### config.mk
export PLATFORM = sky130hd
export DESIGN_NAME = rtc_calendar
export DESIGN_NICKNAME = d
export VERILOG_FILES = /design/src/rtl/rtc_cal_pkg.sv /design/src/rtl/cal_wrap_ctr.sv /design/src/rtl/cal_hour_ctr.sv /design/src/rtl/cal_ctrl.sv /design/src/rtl/cal_field_regs.sv /design/src/rtl/rtc_calendar.sv
export SDC_FILE = /design/constraint.sdc
export NUM_CORES = 1
export LEC_CHECK = 0
export ABC_AREA = 0
export BUFFER_PORTS_ARGS = -buffer_cell sky130_fd_sc_hd__clkbuf_2
export CORE_MARGIN = 2
export CORE_UTILIZATION = 40
export DETAILED_ROUTE_END_ITERATION = 10
export PLACE_DENSITY = 0.65
export REMOVE_ABC_BUFFERS = 1
export SYNTH_ARGS = -nofsm -noshare
export SYNTH_HDL_FRONTEND = slang
export SYNTH_SLANG_ARGS = --single-unit
### constraint.sdc
create_clock -name clk_i -period 5.4 [get_ports clk_i]
set_input_delay 1.08 -clock clk_i [delete_from_list [all_inputs] [get_ports clk_i]]
set_output_delay 1.08 -clock clk_i [all_outputs]
set_load 0.02 [all_outputs]
### src/rtl/rtc_cal_pkg.sv
`timescale 1ns/1ps
package rtc_cal_pkg;
  localparam int DW   = 8;
  localparam int AW   = 7;
  localparam int NFLD = 8;

  typedef logic [DW-1:0] byte_t;

  localparam int FI_SEC  = 0;
  localparam int FI_MIN  = 1;
  localparam int FI_HOUR = 2;
  localparam int FI_WDAY = 3;
  localparam int FI_MDAY = 4;
  localparam int FI_MON  = 5;
  localparam int FI_YEAR = 6;
  localparam int FI_CENT = 7;

  localparam logic [AW-1:0] FLD_ADDR [NFLD] =
    '{7'h00, 7'h02, 7'h04, 7'h06, 7'h07, 7'h08, 7'h09, 7'h48};
  localparam logic [AW-1:0] A_STAT = 7'h0A;
  localparam logic [AW-1:0] A_MODE = 7'h0B;

  // encode a small integer in the selected number format
  function automatic byte_t f_enc(int unsigned v, logic bcd);
    if (bcd) return byte_t'(((v / 10) << 4) | (v % 10));
    return byte_t'(v);
  endfunction

  // add one in the selected format
  function automatic byte_t f_inc(byte_t b, logic bcd);
    if (bcd && (b[3:0] >= 4'd9)) return {b[7:4] + 4'd1, 4'd0};
    return b + 8'd1;
  endfunction

  function automatic byte_t f_to_bin(byte_t b, logic bcd);
    if (bcd) return ({4'd0, b[7:4]} * 8'd10) + {4'd0, b[3:0]};
    return b;
  endfunction

  // year divisible by four, in either format
  function automatic logic f_leap(byte_t y, logic bcd);
    logic [1:0] r;
    r = bcd ? ({y[4], 1'b0} + y[1:0]) : y[1:0];
    return (r == 2'd0);
  endfunction

  function automatic byte_t f_mask(int unsigned idx, logic bcd, logic h24);
    case (idx)
      FI_SEC, FI_MIN: return bcd ? 8'h7f : 8'h3f;
      FI_HOUR:        return h24 ? (bcd ? 8'h3f : 8'h1f) : (bcd ? 8'h9f : 8'h8f);
      FI_WDAY:        return 8'h07;
      FI_MDAY:        return bcd ? 8'h3f : 8'h1f;
      FI_MON:         return bcd ? 8'h1f : 8'h0f;
      default:        return bcd ? 8'hff : 8'h7f;
    endcase
  endfunction

  function automatic byte_t f_rst(int unsigned idx);
    case (idx)
      FI_HOUR:                 return 8'h12;
      FI_WDAY, FI_MDAY, FI_MON: return 8'h01;
      FI_CENT:                 return 8'h20;
      default:                 return 8'h00;
    endcase
  endfunction

  function automatic byte_t f_lo(int unsigned idx, logic bcd);
    case (idx)
      FI_WDAY, FI_MDAY, FI_MON: return f_enc(1, bcd);
      default:                  return f_enc(0, bcd);
    endcase
  endfunction

  function automatic byte_t f_hi(int unsigned idx, logic bcd);
    case (idx)
      FI_SEC, FI_MIN:   return f_enc(59, bcd);
      FI_WDAY:          return f_enc(7, bcd);
      FI_MON:           return f_enc(12, bcd);
      FI_YEAR, FI_CENT: return f_enc(99, bcd);
      default:          return f_enc(31, bcd);
    endcase
  endfunction
endpackage

### src/rtl/cal_wrap_ctr.sv
`timescale 1ns/1ps
module cal_wrap_ctr
  import rtc_cal_pkg::*;
(
  input  logic  step_i,
  input  logic  bcd_i,
  input  byte_t val_i,
  input  byte_t lo_i,
  input  byte_t hi_i,
  output byte_t nxt_o,
  output logic  wrap_o
);
  always_comb begin
    nxt_o  = val_i;
    wrap_o = 1'b0;
    if (step_i) begin
      if (val_i >= hi_i) begin
        nxt_o  = lo_i;
        wrap_o = 1'b1;
      end else begin
        nxt_o = f_inc(val_i, bcd_i);
      end
    end
  end
endmodule

### src/rtl/cal_hour_ctr.sv
`timescale 1ns/1ps
module cal_hour_ctr
  import rtc_cal_pkg::*;
(
  input  logic  step_i,
  input  logic  bcd_i,
  input  logic  h24_i,
  input  byte_t val_i,
  output byte_t nxt_o,
  output logic  day_o
);
  byte_t hr, e01, e11, e12, e23;
  logic  pm;

  always_comb begin
    pm    = val_i[7];
    hr    = val_i & (bcd_i ? 8'h1f : 8'h0f);
    e01   = f_enc(1, bcd_i);
    e11   = f_enc(11, bcd_i);
    e12   = f_enc(12, bcd_i);
    e23   = f_enc(23, bcd_i);
    nxt_o = val_i;
    day_o = 1'b0;
    if (step_i) begin
      if (h24_i) begin
        if (val_i >= e23) begin
          nxt_o = 8'h00;
          day_o = 1'b1;
        end else begin
          nxt_o = f_inc(val_i, bcd_i);
        end
      end else if (hr >= e12) begin
        nxt_o = {pm, 7'b0} | e01;
      end else if (hr == e11) begin
        nxt_o = {~pm, 7'b0} | e12;
        day_o = pm;
      end else begin
        nxt_o = {pm, 7'b0} | f_inc(hr, bcd_i);
      end
    end
  end
endmodule

### src/rtl/cal_ctrl.sv
`timescale 1ns/1ps
module cal_ctrl
  import rtc_cal_pkg::*;
(
  input  logic          clk_i,
  input  logic          rst_ni,
  input  logic          tick_i,
  input  logic          we_i,
  input  logic [AW-1:0] addr_i,
  input  logic [2:0]    wmode_i,
  output logic          set_o,
  output logic          bcd_o,
  output logic          h24_o,
  output logic          uip_o,
  output logic          upd_o
);
  // mode_q = {freeze, binary, 24-hour}
  logic [2:0] mode_q, mode_d;
  logic       pend_q, pend_d;

  always_comb begin
    mode_d = mode_q;
    if (we_i && (addr_i == A_MODE)) mode_d = wmode_i;
    pend_d = tick_i && !mode_q[2] && !pend_q;
  end

  always_ff @(posedge clk_i or negedge rst_ni) begin
    if (!rst_ni) begin
      mode_q <= 3'b000;
      pend_q <= 1'b0;
    end else begin
      mode_q <= mode_d;
      pend_q <= pend_d;
    end
  end

  assign set_o = mode_q[2];
  assign bcd_o = ~mode_q[1];
  assign h24_o = mode_q[0];
  assign uip_o = pend_q;
  assign upd_o = pend_q && !mode_q[2];
endmodule

### src/rtl/cal_field_regs.sv
`timescale 1ns/1ps
module cal_field_regs
  import rtc_cal_pkg::*;
(
  input  logic          clk_i,
  input  logic          rst_ni,
  input  logic          upd_i,
  input  byte_t         nxt_i [NFLD],
  input  logic          we_i,
  input  logic [AW-1:0] addr_i,
  input  byte_t         wdata_i,
  input  logic          bcd_i,
  input  logic          h24_i,
  output byte_t         fld_o [NFLD]
);
  for (genvar i = 0; i < NFLD; i++) begin : g_fld
    logic  hit;
    byte_t d, q;

    assign hit = we_i && (addr_i == FLD_ADDR[i]);

    always_comb begin
      d = q;
      if (hit)        d = wdata_i & f_mask(i, bcd_i, h24_i);
      else if (upd_i) d = nxt_i[i];
    end

    always_ff @(posedge clk_i or negedge rst_ni) begin
      if (!rst_ni) q <= f_rst(i);
      else         q <= d;
    end

    assign fld_o[i] = q;
  end
endmodule

### src/rtl/rtc_calendar.sv
`timescale 1ns/1ps
module rtc_calendar
  import rtc_cal_pkg::*;
(
  input  logic          clk_i,
  input  logic          rst_ni,
  input  logic          sec_tick_i,
  input  logic          we_i,
  input  logic [AW-1:0] addr_i,
  input  logic [DW-1:0] wdata_i,
  output logic [DW-1:0] rdata_o
);
  logic  mode_set, mode_bcd, mode_h24, uip, upd;
  byte_t fld_q [NFLD];
  byte_t nxt   [NFLD];
  logic  step  [NFLD];
  logic  wrap  [NFLD];
  byte_t mon_bin, mday_hi;
  logic  unused_wrap;

  cal_ctrl u_ctrl (
    .clk_i   (clk_i),
    .rst_ni  (rst_ni),
    .tick_i  (sec_tick_i),
    .we_i    (we_i),
    .addr_i  (addr_i),
    .wmode_i ({wdata_i[7], wdata_i[2], wdata_i[1]}),
    .set_o   (mode_set),
    .bcd_o   (mode_bcd),
    .h24_o   (mode_h24),
    .uip_o   (uip),
    .upd_o   (upd)
  );

  cal_field_regs u_regs (
    .clk_i   (clk_i),
    .rst_ni  (rst_ni),
    .upd_i   (upd),
    .nxt_i   (nxt),
    .we_i    (we_i),
    .addr_i  (addr_i),
    .wdata_i (wdata_i),
    .bcd_i   (mode_bcd),
    .h24_i   (mode_h24),
    .fld_o   (fld_q)
  );

  // last day of the current month, in the current format
  always_comb begin
    mon_bin = f_to_bin(fld_q[FI_MON], mode_bcd);
    case (mon_bin)
      8'd2:                   mday_hi = f_leap(fld_q[FI_YEAR], mode_bcd) ?
                                        f_enc(29, mode_bcd) : f_enc(28, mode_bcd);
      8'd4, 8'd6, 8'd9, 8'd11: mday_hi = f_enc(30, mode_bcd);
      default:                mday_hi = f_enc(31, mode_bcd);
    endcase
  end

  // carry chain
  assign step[FI_SEC]  = upd;
  assign step[FI_MIN]  = wrap[FI_SEC];
  assign step[FI_HOUR] = wrap[FI_MIN];
  assign step[FI_WDAY] = wrap[FI_HOUR];
  assign step[FI_MDAY] = wrap[FI_HOUR];
  assign step[FI_MON]  = wrap[FI_MDAY];
  assign step[FI_YEAR] = wrap[FI_MON];
  assign step[FI_CENT] = wrap[FI_YEAR];
  assign unused_wrap   = wrap[FI_WDAY] ^ wrap[FI_CENT];

  for (genvar i = 0; i < NFLD; i++) begin : g_cnt
    if (i == FI_HOUR) begin : g_hr
      cal_hour_ctr u_hr (
        .step_i (step[i]),
        .bcd_i  (mode_bcd),
        .h24_i  (mode_h24),
        .val_i  (fld_q[i]),
        .nxt_o  (nxt[i]),
        .day_o  (wrap[i])
      );
    end else begin : g_gen
      cal_wrap_ctr u_ctr (
        .step_i (step[i]),
        .bcd_i  (mode_bcd),
        .val_i  (fld_q[i]),
        .lo_i   (f_lo(i, mode_bcd)),
        .hi_i   ((i == FI_MDAY) ? mday_hi : f_hi(i, mode_bcd)),
        .nxt_o  (nxt[i]),
        .wrap_o (wrap[i])
      );
    end
  end

  // host read port
  always_comb begin
    rdata_o = '0;
    for (int i = 0; i < NFLD; i++) begin
      if (addr_i == FLD_ADDR[i]) rdata_o = fld_q[i];
    end
    if (addr_i == A_STAT) rdata_o = {uip, 7'b0};
    if (addr_i == A_MODE) rdata_o = {mode_set, 4'b0, ~mode_bcd, mode_h24, 1'b0};
  end
endmodule

# Yosys cells after proc, flatten, opt, wreduce, memory -nomap -nowiden
# Index checks and enable logic that the tools add are counted.
[totals]
rom_bits = 0
reg_bits = 68
word_cells = 275
input_bits = 19
latch_bits = 0
mem_bits_rw = 0
output_inout_bits = 8
mem_count = 0
[op_classes]
addsub = 20
mul = 1
mux = 146
reduce_logical = 50
magnitude_cmp = 18
n_shift = 0
eq_ne = 16
div = 0
n_bitwise = 13
[op_table]
columns = ["op", "n"]
rows = [
  ["$mux W8", 87],
  ["$add A8 B1 Y8 const B", 9],
  ["$and A8 B8 Y8", 8],
  ["$mux W1", 49],
  ["$add A4 B1 Y4 const B", 9],
  ["$ge A4 B4 Y1 const B", 9],
  ["$reduce_bool A2 Y1", 15],
  ["$eq A7 B4 Y1 const B", 4],
  ["$ge A8 B8 Y1", 3],
  ["$eq A7 B3 Y1 const B", 3],
  ["$logic_and A1 B1 Y1", 21],
  ["$mux W5", 4],
  ["$eq A8 B3 Y1 const B", 2],
  ["$eq A8 B4 Y1 const B", 2],
  ["$ge A8 B5 Y1", 2],
  ["$ge A8 B7 Y1", 2],
  ["$pmux W8 S2", 1],
  ["$mux W7", 2],
  ["$reduce_and A2 Y1", 7],
  ["$mux W6", 2],
  ["$add A8 B4 Y8", 1],
  ["$and A8 B5 Y8", 1],
  ["$eq A8 B2 Y1 const B", 1],
  ["$eq A8 B5 Y1", 1],
  ["other kinds (17)", 19],
]

# Depth between registers and ports, before layout
# Gate-level depths: netlist (run 1).
[depth]
depth_word = 21
ltp_mapped = 18
mapped_depth_nobuf = 17

# Cells and area by module
# Synthesis (run 1) repeated with hierarchy kept, for this count alone.
[unflattened]
hier_cells = 1063
area_unflattened_um2 = 9136.3
[modules_own_cells]
columns = ["mod", "cells_each", "area_each_um2", "seq_area_each_um2", "instances"]
rows = [
  ["cal_wrap_ctr", 82, 563.0, 0.0, 7],
  ["cal_field_regs", 230, 3145.5, 1609.0, 1],
  ["rtc_calendar", 150, 1156.1, 0.0, 1],
  ["cal_hour_ctr", 96, 683.2, 0.0, 1],
  ["cal_ctrl", 13, 210.2, 100.1, 1],
]

# Least setup slack after synthesis (run 1)
# Ideal clock, no wire load.
[synth_path]
kind = "register to register"
start = "reg u_ctrl.mode_q[1]"
end = "reg u_regs.g_fld[7].q[2]"
path_slack_ns = 1.462
synth_period_minus_slack_ns = 3.938
path_buffers = 3
required_ns = 5.333
t_arrival_ns = 3.872
path_stages_with_launch = 17
setup_time_ns = 0.067
path_cell_list = "dfrtp_1 buf_2 clkinv_1 clkbuf_1 nand4b_1 o21bai_1 a21boi_0 nand2_1 ha_1 nor2b_1 o21ai_0 a41oi_1 or3_1 or2_1 buf_2 nor4_2 a221o_1"
[synth_via]
elab_chain_cells = 12
elab_cells_between_ends = 62
cone_classes = "order compare (8); eq/ne (6); mux (41); bitwise (2); reduce/logical (5)"
[synth_rtl]
columns = ["item", "line", "text"]
rows = [
  ["from (decl)", "cal_ctrl.sv:18", "logic [2:0] mode_q, mode_d;"],
  ["from (signal assigned)", "cal_ctrl.sv:32", "mode_q <= mode_d;"],
  ["branches (longest 12 deep; another with $ge A8 B8 Y1)", "--", ""],
  ["to (signal assigned)", "cal_field_regs.sv:29", "if (!rst_ni) q <= f_rst(i);"],
  ["to (decl)", "cal_field_regs.sv:18", "byte_t d, q;"],
]
# Several ways; the timed one is not identified. The select of a mux whose other input is x is not followed.
# A chain may end at the register's enable or synchronous reset.

# Final worst setup path (run 1)
[layout_path]
start = "in addr_i[2]"
end = "out rdata_o[1]"
[layout_via]
elab_chain_cells = 11
elab_cells_between_ends = 20
cone_classes = "eq/ne (9); mux (10); reduce/logical (1)"
[layout_rtl]
columns = ["item", "line", "text"]
rows = [
  ["from (decl)", "rtc_calendar.sv:9", "input logic [AW-1:0] addr_i,"],
  ["$logic_not A7 Y1", "rtc_calendar.sv:97", "if (addr_i == FLD_ADDR[i]) rdata_o = fld_q[i];"],
  ["$mux W8 (8 in series)", "rtc_calendar.sv:97", ""],
  ["$mux W8", "rtc_calendar.sv:99", "if (addr_i == A_STAT) rdata_o = {uip, 7'b0};"],
  ["$mux W8 (*)", "rtc_calendar.sv:100", "if (addr_i == A_MODE) rdata_o = {mode_set, 4'b0, ~mode_bcd, mode_h24, 1'b0};"],
  ["to (decl)", "rtc_calendar.sv:11", "output logic [DW-1:0] rdata_o"],
]
# Every way passes the cells marked *; elsewhere a longest branch is shown, timed or not.

==> key figures, run 1 <==
Die
  – Die Ht: 131 um
  – Initial Util: around two fifths
  – Ports: 27
  – Die Area: 0.0171 mm^2
  – Die width: 131 um
  – FP Rows: 46
  – CORE AREA: roughly 0.016 mm^2

Finish
  – P&R area growth vs syn: 9.71%
  – Layout cell share with drive strength beyond 1: 9.36%
  – Fin util: 44.7%
  – Inserted Diodes: 0
  – Register area: 0.00171 mm^2
  – Fillers: approximately 1600
  – Most common cell after layout, fill and taps aside: nor2_1
  – Most frequent cells in the layout: nor2_1 (78), ha_1 (76), nand2_1 (71), a21oi_1 (67), dfrtp_1 (62)
  – Fin nets: roughly 900
  – Area of the multi-input gates: about 0.0045 mm^2

Synth
  – Syn Inst Count: 796
  – Mapped Area: 0.00643 mm^2
  – Synth warn: 0
  – Number of flops mapped to enable cells by yosys: 0
  – Post-synth ARST share: 100%
  – Register area share after synthesis: 26.6%
  – #FFs+latches synth: 68
  – Syn Area/Cell: 8.08 um^2
  – Netlist cell types: 79
  – Post-synth top flop: dfrtp_1

Timing
  – Setup violators final: 0
  – Fmax: between 0.2 and 0.25 GHz
  – Rel. slew slack: 34.7%
  – Endpoints failing hold: 0
  – Final TNS setup: 0 ns
  – Max Clock Skew: 0.00672 ns
  – Slew Limit Fails: 0
  – Crit path time final: 4.50 ns
  – RSZ-0062 raised after global routing: false
  – Least-Margin Pin Slew: 0.973 ns
  – Final period util: 83.4%
  – Post-Route Hold Slack: approximately 0.48 ns

Critical path
  – Crit-path slowest cell: nor3b_1
  – Critical path data arrival time: 3.42 ns
  – Critical path's top delay family: simple AND/OR/NAND/NOR gates
  – Crit path launch type: input port
  – WS Path Type: in2out
  – Critical path, cell by cell: clkbuf_2, nor3b_1, nand3_1, nor2_1, a21oi_1, nand2_1, nor2_1, a21oi_1, clkbuf_2
  – WP buf/inv: 2
  – Req. time, crit path: 4.32 ns
  – Max incr delay on CP: 0.60 ns
  – Crit. End Element: output pin
  – CP max FO: 22

Clock tree
  – CTS-repair resized insts: 0
  – Cts bufs inserted: 9
  – Clk slew on worst S/H paths: 0.05 ns
  – Post-CTS Hold Buffers: 0
  – CTS sink cnt: between 60 and 70
  – Setup bufs post-CTS: 0
  – Clock Tree Buf Depth: 2
  – CTS Root Cell: clkbuf_16
  – Worst-Skew Late Latency: 0.35 ns
  – CTS tree: built
  – CTS H-tree depth: 3

Detailed routing
  – DRT Wirelength: 19600 um
  – Routed Antenna Nets: 0
  – Routed wire per std cell: 19.1 um
  – Vias: ~6400
  – Drt via density: 6.21
  – Initial drt markers: 648
  – DRC Markers: 0
  – Drt pass-1 iters: 5

GRT
  – Grt ovf: 0
  – First-pass GRT wire length: 31300 um
  – Number of global-route vias before repair: 5922
  – All-Layer GR Usage: 23.9%
  – Largest net degree at the start of global routing: 69
  – Initial antenna violation count: 0

Place
  – GP Congestion: 0.885
  – Port bufs: 26
  – Post-DP HPWL: 14000 um

Power
  – Worst VDD drop: 0.229 mV
  – Cell area power density: 325 mW/mm^2
  – Pleak: about 3.0 nW

Worst hold path
  – Worst hold path type: reg2reg

Outcome
  – Status: finished clean

Job
  – Max Cap Violations: 0
[layer usage]
metal / track usage [%] / share of wire [%] / vias up
met4: 9.95 / 3.0 / 0
met5: 0 / 0 / -
met3: 4.56 / 6.4 / 44
li1: - / - / 3027
met2: 38.4 / 46 / 224
met1: 31.7 / 45 / 3085
[cells by family after synthesis]
kind of cell               share of synthesized area, %
DFF                                                26.6
and+or+nand+nor                                    23.8
xor gates and xnor gates                          0.954
muxes                                              2.39
AOI/OAI and AO/OA                                  26.9
buffers and inverters                              4.03
adders and majority gates                          15.4
[registers in the layout, summed over array words and instances (netlist names)]
signal	count
u_ctrl.uip_o	1
u_regs.g_fld.q	64
u_ctrl.mode_q	3
[area by class of cell]
cell class,instances,area share [%]
Inverter,36,1.92
Sequential cell,68,24.2
Multi-Input combinational cell,661,63.2
Tap cell,216,3.83
Timing Repair Buffer,31,2.41
Clock inverter,1,0.426
Clock buffer,15,3.94
[metrics by stage]
stage          cell area, um^2  power [mW]  setup WS, ns  std cells
2_1_floorplan             6310        1.39          1.23        765
3_3_place_gp              6750        1.64         0.960       1012
3_5_place_dp              6750        1.66         0.938       1012
4_1_cts                   7050        2.29         0.930       1028
5_1_grt                   7050        2.46         0.648       1028
6_report                  7050        2.29         0.898       1028
[worst paths after layout]
path                            depth (start not counted)                   end  slack, ns            startpoint
worst max-delay path                                    9            rdata_o[1]       0.90             addr_i[2]
worst max register to register                         16  u_regs.g_fld[7].q[2]       1.04  u_regs.g_fld[5].q[5]
max in group asynchronous                               1  u_regs.g_fld[7].q[0]       3.92                rst_ni
worst min-delay path                                    1          u_ctrl.uip_o       0.48          u_ctrl.uip_o
worst min register to register                          1          u_ctrl.uip_o       0.48          u_ctrl.uip_o
min in group asynchronous                               1  u_regs.g_fld[2].q[2]       0.88                rst_ni
[power breakdown]
group	internal [mW]	switching (mW)
clock network	0.396	0.228
registers	0.620	0.227
logic	0.351	0.473
[Yosys cell counts (7+ instances only)]
| master | number | share of area [%] |
|---|---|---|
| dfrtp_1 | 62 | 24 |
| o22ai_1 | 10 | 0.97 |
| nand2_1 | 71 | 4.1 |
| nor3_1 | 20 | 1.6 |
| clkbuf_1 | 21 | 1.2 |
| nor3b_1 | 7 | 0.82 |
| inv_1 | 35 | 2.0 |
| nor4_1 | 8 | 0.78 |
| nor2b_1 | 9 | 0.88 |
| a21oi_1 | 67 | 5.2 |
| ha_1 | 76 | 15 |
| o21ai_0 | 59 | 4.6 |
| a22oi_1 | 13 | 1.5 |
| nand2b_1 | 11 | 1.1 |
| a211oi_1 | 7 | 0.82 |
| nor2_1 | 78 | 4.6 |
| nand3_1 | 36 | 2.8 |
| mux2i_1 | 12 | 1.9 |
| a31oi_1 | 22 | 2.1 |
| and3_1 | 14 | 1.4 |
| a221o_1 | 10 | 1.6 |
| o311a_1 | 7 | 1.1 |
| o211ai_1 | 7 | 0.82 |
Power figures use the tool's default switching activity.
==> run 2, diff against run 1 <==
--- a/config.mk
+++ b/config.mk
@@ -5,12 +5,12 @@
 export SDC_FILE = /design/constraint.sdc
 export NUM_CORES = 1
 export LEC_CHECK = 0
-export ABC_AREA = 0
+export ABC_AREA = 1
 export BUFFER_PORTS_ARGS = -buffer_cell sky130_fd_sc_hd__clkbuf_2
 export CORE_MARGIN = 2
 export CORE_UTILIZATION = 40
 export DETAILED_ROUTE_END_ITERATION = 10
-export PLACE_DENSITY = 0.65
+export PLACE_DENSITY = 0.67
 export REMOVE_ABC_BUFFERS = 1
 export SYNTH_ARGS = -nofsm -noshare
 export SYNTH_HDL_FRONTEND = slang
==> constraint.sdc (replaced) <==
create_clock -name clk_i -period 3.6 [get_ports clk_i]
set_input_delay 0.72 -clock clk_i [delete_from_list [all_inputs] [get_ports clk_i]]
set_output_delay 0.72 -clock clk_i [all_outputs]
set_load 0.02 [all_outputs]
==> run 2 against run 1 <==
The run now ends with setup timing left. Synthesized area is 3.6% higher. Worst hold slack better by 0.0076 ns. Combinational power rose by 47%. Critical path type is now reg2reg. Critical endpoint is now u_regs.g_fld[7].q[4]. Largest power group is now combinational logic.
==> key figures, run 2 <==
Finish
  – Fillers: 1653 (+1.7%)
  – Largest Register: u_regs.g_fld.q
  – Final Instance Area: 0.00768 mm^2 (+8.8%)
  – Inserted Diodes: 0 (unchanged)
  – Most common cell after layout, fill and taps aside: nand2_1
  – Layout cell share with drive strength beyond 1: 14.1% (+4.7 points)
  – Register area: 0.00171 mm^2 (unchanged)
  – Most frequent cells in the layout: nand2_1 (204), inv_1 (126), nand3_1 (80), nor2_1 (78), ha_1 (72)
  – Area of the multi-input gates: 0.00461 mm^2 (+3.2%)
  – P&R area growth vs syn: 15.3%
  – Largest register FFs: 64 (unchanged)
  – Fin nets: 1101 (+22%)

Die
  – Ports: 27 (unchanged)
  – Die Ht: 133 um (+1.7%)
  – Initial Util: 40.6% (-0.19 points)
  – CORE AREA: 0.0164 mm^2 (+4.0%)
  – Die Area: 0.0177 mm^2 (+3.5%)
  – Die width: 133 um (+1.7%)
  – FP Rows: 47 (+2.2%)

Synth
  – Synth Area in Compound Gates: 15.7% (-11 points)
  – Ranking of synthesized cells by area: dfrtp_1 (23%), ha_1 (14%), nand2_1 (12%)
  – Xor and xnor area share after synthesis: 3.55% (+2.6 points)
  – Register area share after synthesis: 25.7% (-0.91 points)
  – Netlist cell types: 44 (-44%)
  – Synth area leader: dfrtp_1
  – Post-synth top flop: dfrtp_1
  – Syn Area/Cell: 6.93 um^2 (-14%)
  – Largest family of logic cells by synthesized area: simple AND/OR/NAND/NOR gates
  – Post-Synth Simple-Gate Area: 31.3% (+7.6 points)
  – Number of flops mapped to enable cells by yosys: 0 (unchanged)
  – Synth top area share: 23.3% (-0.83 points)
  – Syn Inst Count: 961 (+21%)
  – Most frequent cells after synthesis: nand2_1 (218), inv_1 (130), nand3_1 (84)
  – Post-synth ARST share: 100% (unchanged)
  – Count leader, synth: nand2_1
  – Synth warn: 0 (unchanged)
  – Post-Synth Adder-Cell Area: 14.9% (-0.53 points)
  – Mapped Area: 0.00666 mm^2 (+3.6%)
  – #FFs+latches synth: 68 (unchanged)
  – Mux share of post-synthesis cell area: 0% (-2.4 points)

Critical path
  – R2R depth: 21 (+5)
  – CP max FO: 8 (-64%)
  – FF-to-FF End: u_regs.g_fld[7].q[4]
  – Critical path data arrival time: 4.04 ns (+0.62 ns)
  – Crit-path slowest cell: dfrtp_1
  – Critical path, cell by cell: ha_4, ha_4, fa_2, xor2_2, nor4_2, nand3b_1, nand2_1, nand2_1, nand2_2, a21oi_1, ha_1, nand2_1, inv_1, nand4_1, nand3_2, inv_2, nor2_8, nand3_4, nand2_8, nand2_1, nand2_1
  – Max incr delay on CP: 0.41 ns (-0.19 ns)
  – R2r startpoint: u_regs.g_fld[5].q[7]
  – Crit path launch type: register
  – WP buf/inv: 2 (unchanged)
  – Crit. End Element: register
  – Most Frequent Cell on Critical Path: nand2_1
  – Req. time, crit path: 3.89 ns (-0.43 ns)
  – FF-to-FF setup slack: -0.15 ns (-1.19 ns)
  – Critical path's top delay family: simple AND/OR/NAND/NOR gates
  – WS Path Type: reg2reg

Clock tree
  – Clock Tree Buf Depth: 2 (unchanged)
  – Post-CTS Hold Buffers: 0 (unchanged)
  – Cts bufs inserted: 9 (unchanged)
  – CTS tree: built
  – CTS H-tree depth: 3 (unchanged)
  – Clk slew on worst S/H paths: 0.06 ns (about the same)
  – CTS Root Cell: clkbuf_16
  – Worst-Skew Late Latency: 0.35 ns (about the same)
  – CTS sink cnt: 68 (unchanged)

GRT
  – Initial antenna violation count: 0 (unchanged)
  – All-Layer GR Usage: 23.7% (-0.15 points)
  – Largest net degree at the start of global routing: 69 (unchanged)
  – First-pass GRT wire length: 33100 um (+5.6%)
  – Number of global-route vias before repair: 6285 (+6.1%)
  – Grt ovf: 0 (unchanged)

Job
  – Max Cap Violations: 0 (unchanged)

Power
  – Pleak: 3.84 nW (+27%)
  – Total power: 3.20 mW (+40%)
  – Worst VDD drop: 0.224 mV (-2.5%)
  – Cell area power density: 417 mW/mm^2 (+28%)

Timing
  – Slew Limit Fails: 0 (unchanged)
  – Final period util: 104%
  – Setup WS post-layout: -0.148 ns (-1.05 ns)
  – Endpoints failing hold: 0 (unchanged)
  – Least-Margin Pin Slew: 0.927 ns (-0.0459 ns)
  – Rel. slew slack: 38.2% (+3.5 points)
  – Fmax: 0.267 GHz
  – RSZ-0062 raised after global routing: true
  – Setup violators final: 30 (+30)
  – Max Clock Skew: 0.00696 ns (+0.000235 ns)
  – Crit path time final: 3.75 ns

Detailed routing
  – Routed wire per std cell: 17.0 um (-11%)
  – DRT Wirelength: 20800 um (+6.2%)
  – DRC Markers: 0 (unchanged)
  – Vias: 6805 (+6.7%)
  – Routed Antenna Nets: 0 (unchanged)
  – Drt pass-1 iters: 6 (+1)
  – Initial drt markers: 686 (+5.9%)
  – Drt via density: 5.54 (-11%)

Worst hold path
  – Worst hold path type: in2async

Place
  – DP Area: 0.00710 mm^2 (+5.3%)
  – GP Congestion: 0.926 (+4.6%)
  – Post-DP HPWL: 15300 um (+9.0%)
  – Port bufs: 26 (unchanged)

Outcome
  – Failing checks: setup timing
  – Status: finished with violations
==> run 2: cell types whose count changed after synthesis, moves of 16 or more <==
cell / previous run / this run
inv_1: 35 / 130
nand3_1: 36 / 84
a21oi_1: 67 / 37
xor2_1: 3 / 25
a31oi_1: 22 / 4
nand4_1: 5 / 25
clkbuf_1: 21 / 5
nand2_1: 71 / 218
o221ai_1: 0 / 18
==> run 2: where the power goes <==
group | switching [mW] | internal [mW]
logic | 0.760 | 0.445
registers | 0.206 | 0.896
clock network | 0.347 | 0.551
total | 1.31 | 1.89
==> run 2: area by class of cell <==
class / instances / area share, %
clock buffer: 13 / 3.26
clock inverter: 2 / 0.456
inverter: 139 / 6.80
multi-input combinational: 742 / 60.0
sequential: 68 / 22.3
tap: 220 / 3.59
timing repair buffer: 44 / 3.63
==> run 2: worst max-delay path by stage <==
stage                                     from                    to  slack [ns]  cells after the start
after floorplan           u_regs.g_fld[5].q[5]  u_regs.g_fld[7].q[3]        0.23                     23
after global placement    u_regs.g_fld[5].q[5]  u_regs.g_fld[7].q[3]        0.16                     23
after detailed placement  u_regs.g_fld[5].q[5]  u_regs.g_fld[5].q[3]       -0.05                     21
after CTS                 u_regs.g_fld[5].q[5]  u_regs.g_fld[7].q[2]        0.03                     24
after global routing      u_regs.g_fld[5].q[7]  u_regs.g_fld[7].q[4]       -0.30                     22
final                     u_regs.g_fld[5].q[7]  u_regs.g_fld[7].q[4]       -0.15                     21
==> run 2: worst register-to-register path: stages (launching register included) <==
cell,delay (ns)
dfrtp_1,0.41
ha_4,0.26
ha_4,0.17
fa_2,0.40
xor2_2,0.17
nor4_2,0.30
nand3b_1,0.17
nand2_1,0.12
nand2_1,0.08
nand2_2,0.11
a21oi_1,0.09
ha_1,0.31
nand2_1,0.07
inv_1,0.06
nand4_1,0.13
nand3_2,0.14
inv_2,0.07
nor2_8,0.19
nand3_4,0.16
nand2_8,0.17
nand2_1,0.07
nand2_1,0.06
==> run 2: timing repair <==
item | 4_1_cts | 5_1_grt
cloned | 2 | 1
endpoints found under the setup margin | 27 | 31
resized for setup | 5 | 60
pin swaps | 3 | 23
buffers inserted | 0 | 4
==> run 2: logic make-up after synthesis <==
kind of cell,after synthesis
AO/OA/AOI/OAI,176
buffers and inverters,154
flip-flops,68
XOR/XNOR,27
adder cells (fa/ha/maj),78
AND/OR/NAND/NOR,458
==> run 2: routing by layer <==
layer  vias to the layer above  part of all wire (%)  global-route usage (%)
met5                         -                     0                       0
met4                         0                   3.6                    9.92
met3                        49                   7.2                    5.48
met2                       247                    46                    37.7
met1                      3165                    43                    31.1
li1                       3344                     -                       -
==> run 2: metrics by stage <==
step           cells  hold WS (ns)  util, %  worst slack [ns]  setup TNS [ns]
6_report        1228         0.490     46.8            -0.148           -2.44
2_1_floorplan    946         0.422        -             0.234               0
3_5_place_dp    1206         0.498     43.3           -0.0523          -0.344
3_3_place_gp    1206         0.490     43.3             0.163               0
4_1_cts         1223         0.506     45.3            0.0336               0
5_1_grt         1228         0.526     46.8            -0.300           -7.06
